`src/rtl/spc_lock_ctrl.sv`:
```
// Counts consecutive matches to lock, raises the sticky detect flag once per
// arming, and emits error pulses on mismatches after lock.
// Assumes test_stb is already gated by start and by the window.
module spc_lock_ctrl #(
    parameter int LOCK_RUN = 8
) (
    input  logic       clk,
    input  logic       rst_n,
    input  logic       start,
    input  logic       test_stb,
    input  logic       exp_valid,
    input  logic [7:0] exp_byte,
    input  logic [7:0] rx_byte,
    input  logic       detect_rd,
    output logic       locked,
    output logic       detect_flag,
    output logic       err_pulse
);
    localparam int RUN_W = $clog2(LOCK_RUN + 1);

    logic [RUN_W-1:0] run_q;
    logic             locked_q;
    logic             err_q;
    logic             armed_q;
    logic             start_q;
    logic             detect_q;
    logic             hit;
    logic             same;
    logic             lock_evt;

    // Compare the tested byte and find the locking byte.
    always_comb begin
        hit      = test_stb && exp_valid;
        same     = (rx_byte == exp_byte);
        lock_evt = !locked_q && hit && same && (run_q == RUN_W'(LOCK_RUN - 1));
    end

    // Match run, lock state and error pulse.
    always_ff @(posedge clk) begin
        if (!rst_n || !start) begin
            run_q    <= '0;
            locked_q <= 1'b0;
            err_q    <= 1'b0;
        end else begin
            err_q <= locked_q && hit && !same;
            if (lock_evt) begin
                locked_q <= 1'b1;
                run_q    <= '0;
            end else if (!locked_q && hit) begin
                run_q <= same ? run_q + 1'b1 : '0;
            end
        end
    end

    // Arming on start rising, and the sticky detect flag.
    always_ff @(posedge clk) begin
        if (!rst_n) begin
            start_q  <= 1'b0;
            armed_q  <= 1'b0;
            detect_q <= 1'b0;
        end else begin
            start_q <= start;
            if (!start) begin
                armed_q <= 1'b0;
            end else if (!start_q) begin
                armed_q <= 1'b1;
            end else if (lock_evt) begin
                armed_q <= 1'b0;
            end
            if (lock_evt && armed_q) begin
                detect_q <= 1'b1;
            end else if (detect_rd) begin
                detect_q <= 1'b0;
            end
        end
    end

    assign locked      = locked_q;
    assign detect_flag = detect_q;
    assign err_pulse   = err_q;

    // the match run stays below the lock length.
    a_r5_run_bound: assert property (@(posedge clk) disable iff (!rst_n)
        run_q < RUN_W'(LOCK_RUN));
    // the flag rises only from an armed state, which is then spent.
    a_r8_detect_once: assert property (@(posedge clk) disable iff (!rst_n)
        $rose(detect_q) |-> ($past(armed_q) && !armed_q));
    // the flag drops only after a read.
    a_r6_sticky: assert property (@(posedge clk) disable iff (!rst_n)
        $fell(detect_q) |-> $past(detect_rd));
    // errors are reported only while locked.
    a_r9_err_needs_lock: assert property (@(posedge clk) disable iff (!rst_n)
        err_q |-> locked_q);
endmodule

```
`config.mk`:
```
export PLATFORM = sky130hd
export DESIGN_NAME = spc_lock_ctrl
export DESIGN_NICKNAME = d
export VERILOG_FILES = /design/src/rtl/spc_lock_ctrl.sv
export SDC_FILE = /design/constraint.sdc
export NUM_CORES = 1
export LEC_CHECK = 0
export ABC_CLOCK_PERIOD_IN_PS = 2200
export BUFFER_PORTS_ARGS = -buffer_cell sky130_fd_sc_hd__buf_4
export CAP_MARGIN = 25
export CORE_AREA = 10 10 47 49
export CTS_CLUSTER_SIZE = 8
export DETAILED_ROUTE_END_ITERATION = 8
export DIE_AREA = 0 0 57 59
export PLACE_DENSITY = 0.68
export SYNTH_ARGS = -nofsm -noshare
export SYNTH_HDL_FRONTEND = slang
export SYNTH_SLANG_ARGS = --single-unit
```
`constraint.sdc`:
```
create_clock -name clk -period 2.2 [get_ports clk]
set_clock_uncertainty 0.2 [all_clocks]
set_input_delay 0.11 -clock clk [delete_from_list [all_inputs] [get_ports clk]]
set_output_delay 0.11 -clock clk [all_outputs]
set_load 0.005 [all_outputs]
```
==> results.json <==
{
  "drc": 0,
  "synth_largest_area_cell": "dfxtp_1",
  "ys_seq_elements": 9,
  "cts_tree": "done",
  "cts_root_buf": "clkbuf_4",
  "peakVddDrop_v": 0.000224,
  "timing.max_slew.rel_slack": 0.690,
  "grt_start_max_net_pins": 10,
  "max_cap_viol_count": 0,
  "area_delta_synth_final_pct": 53.1,
  "yosys-top-cells-area": "dfxtp_1 36%, xor2_1 14%, nor4_4 8.5%",
  "drive_gt1_frac": 0.349,
  "final_cell_mix": "24 x buf_4, 9 x dfxtp_1, 8 x xor2_1",
  "hold_viol_final": 0,
  "period_minus_slack_ps": 2080,
  "fill_cells": 126,
  "ys_types": 22,
  "io-pin-count": 25,
  "outcome": "completed",
  "grt_pass1_vias": 547,
  "multiInputGateArea_sq_um": 318,
  "hp-class": "input port to register",
  "crit_arrival_ps": 2080,
  "cp_max_fo": 4,
  "die_x_um": 57,
  "seqCellArea_sq_um": 180,
  "post_cts_buffers": 0,
  "ys_seq_area_frac": 0.359,
  "fmax_mhz": 482,
  "yosys.area.top_type_share": 0.359,
  "cts.clk_slew.worst_paths_ps": 60,
  "dp_hpwl_um": 1050,
  "viasPerCell": 5.13,
  "worst-setup-path-type": "register to register",
  "synth_area_sq_um": 502,
  "drt_iter0_markers": 13,
  "dieArea_sq_um": 3360,
  "cts.sinks": 9,
  "utilization": 0.548,
  "antenna_found_initial": 0,
  "cts_htree_levels": 1,
  "fin_nets": 110,
  "core_sq_um": 1400,
  "cts-buffers-inserted": 3,
  "end_kind": "register",
  "setup_violations": 0,
  "rsz0062_at_grt": "false",
  "clk_latency_ps": 270,
  "port_buffers": 24,
  "cts_max_path_buffers": 2,
  "chipHeight_um": 59,
  "avgSynthCellArea_sq_um": 9.29,
  "startpoint_type": "register",
  "tightest_slew_ps": 462,
  "drt-total-wl_um": 1320,
  "synth_warnings": 0,
  "antenna_cells": 0,
  "grt_pass1_wl_um": 2200,
  "fp-row-count": 14,
  "layout_commonest_cell": "buf_4",
  "drv_slew": 0,
  "drt_pass1_iterations": 4,
  "required_ps": 2200,
  "synth_nets": 77,
  "gp_congestion": 0.671,
  "tns_ps": 0,
  "avgRoutedWirePerCell_um": 12.9,
  "synth_cells": 54,
  "power_density_nw_per_um2": 473,
  "grt_overflow": 0,
  "leakagePower_nw": 0.318,
  "start_util": 0.358,
  "cts_resized": 0,
  "postRouteAntennaNets": 0,
  "fin_crit_sh": 0.943,
  "dr_total_vias": 523,
  "grt_util_all_layers": 0.0812
}
==> stage by stage <==
stage	cells	instance area (sq um)	total power [mW]	setup WS [ps]	hold WS, ps
final	102	768	0.364	125	8.03
after global routing	102	768	0.377	10.3	38.9
after CTS	102	768	0.369	153	1.95
after detailed placement	94	702	0.236	667	167
after global placement	94	702	0.235	668	161
after floorplan	54	502	0.199	787	53.7
==> worst max-delay path, stage by stage (launching register included) <==
cell and delay, ps:
dfxtp_1 370, ha_1 200, nand3b_1 150, nor2_1 240
nand4_1 130, a21boi_1 170, dlygate4sd3_1 560
==> area by class of cell <==
cell class	count	area share
timing repair buffer	28	0.287
multi-input combinational	44	0.414
tap	16	0.0261
sequential	9	0.235
inverter	1	0.00489
clock buffer	4	0.0342
==> layer usage <==
layer,GRT usage,wire length [um],part of all wire
met5,0,0,0
met4,0.0705,40,0.030
met3,0.0322,109,0.083
met2,0.119,611,0.46
met1,0.0889,559,0.42
==> sequential cells by signal, summed over array words and instances (netlist names) <==
register	flops
detect_flag	1
err_pulse	1
locked	1
armed_q	1
run_q	4
start_q	1
==> synthesized netlist by cell type, drive strengths merged <==
master / number
a21oi: 3
and2: 1
nand3b: 2
nor4: 2
inv: 1
nor3: 1
nor4b: 1
nand2b: 1
nor3b: 1
nor2: 3
nand3: 3
a21boi: 1
o211ai: 1
dfxtp: 9
a31oi: 2
nand4: 4
nand2: 5
xor2: 8
a311oi: 1
nor2b: 3
ha: 1
==> timing repair <==
action | CTS | global route
endpoints found under the setup margin | 0 | 0
hold buffers | 4 | 0
endpoints found under the hold margin | 2 | 0
==> final timing paths <==
kind	startpoint	to	slack (ps)	depth (start not counted)
hold / removal	start	start_q	8	3
setup / recovery	run_q[0]	detect_flag	120	6
hold reg to reg	start_q	armed_q	240	1
setup reg to reg	run_q[0]	detect_flag	120	6
==> report_power, final <==
group | leakage [nW] | switching [mW] | internal, mW
clock | 0.0150 | 0.0599 | 0.0700
combinational | 0.230 | 0.0299 | 0.0380
sequential | 0.0730 | 0.000917 | 0.165
total | 0.318 | 0.0907 | 0.273
==> kinds of logic after synthesis <==
logic type      synth area share
simple gates               0.367
buf+inv                  0.00747
xor+xnor                   0.140
fa+ha+maj                 0.0249
flops                      0.359
compound gates             0.102
No activity file was read; power rests on OpenSTA's default activity.
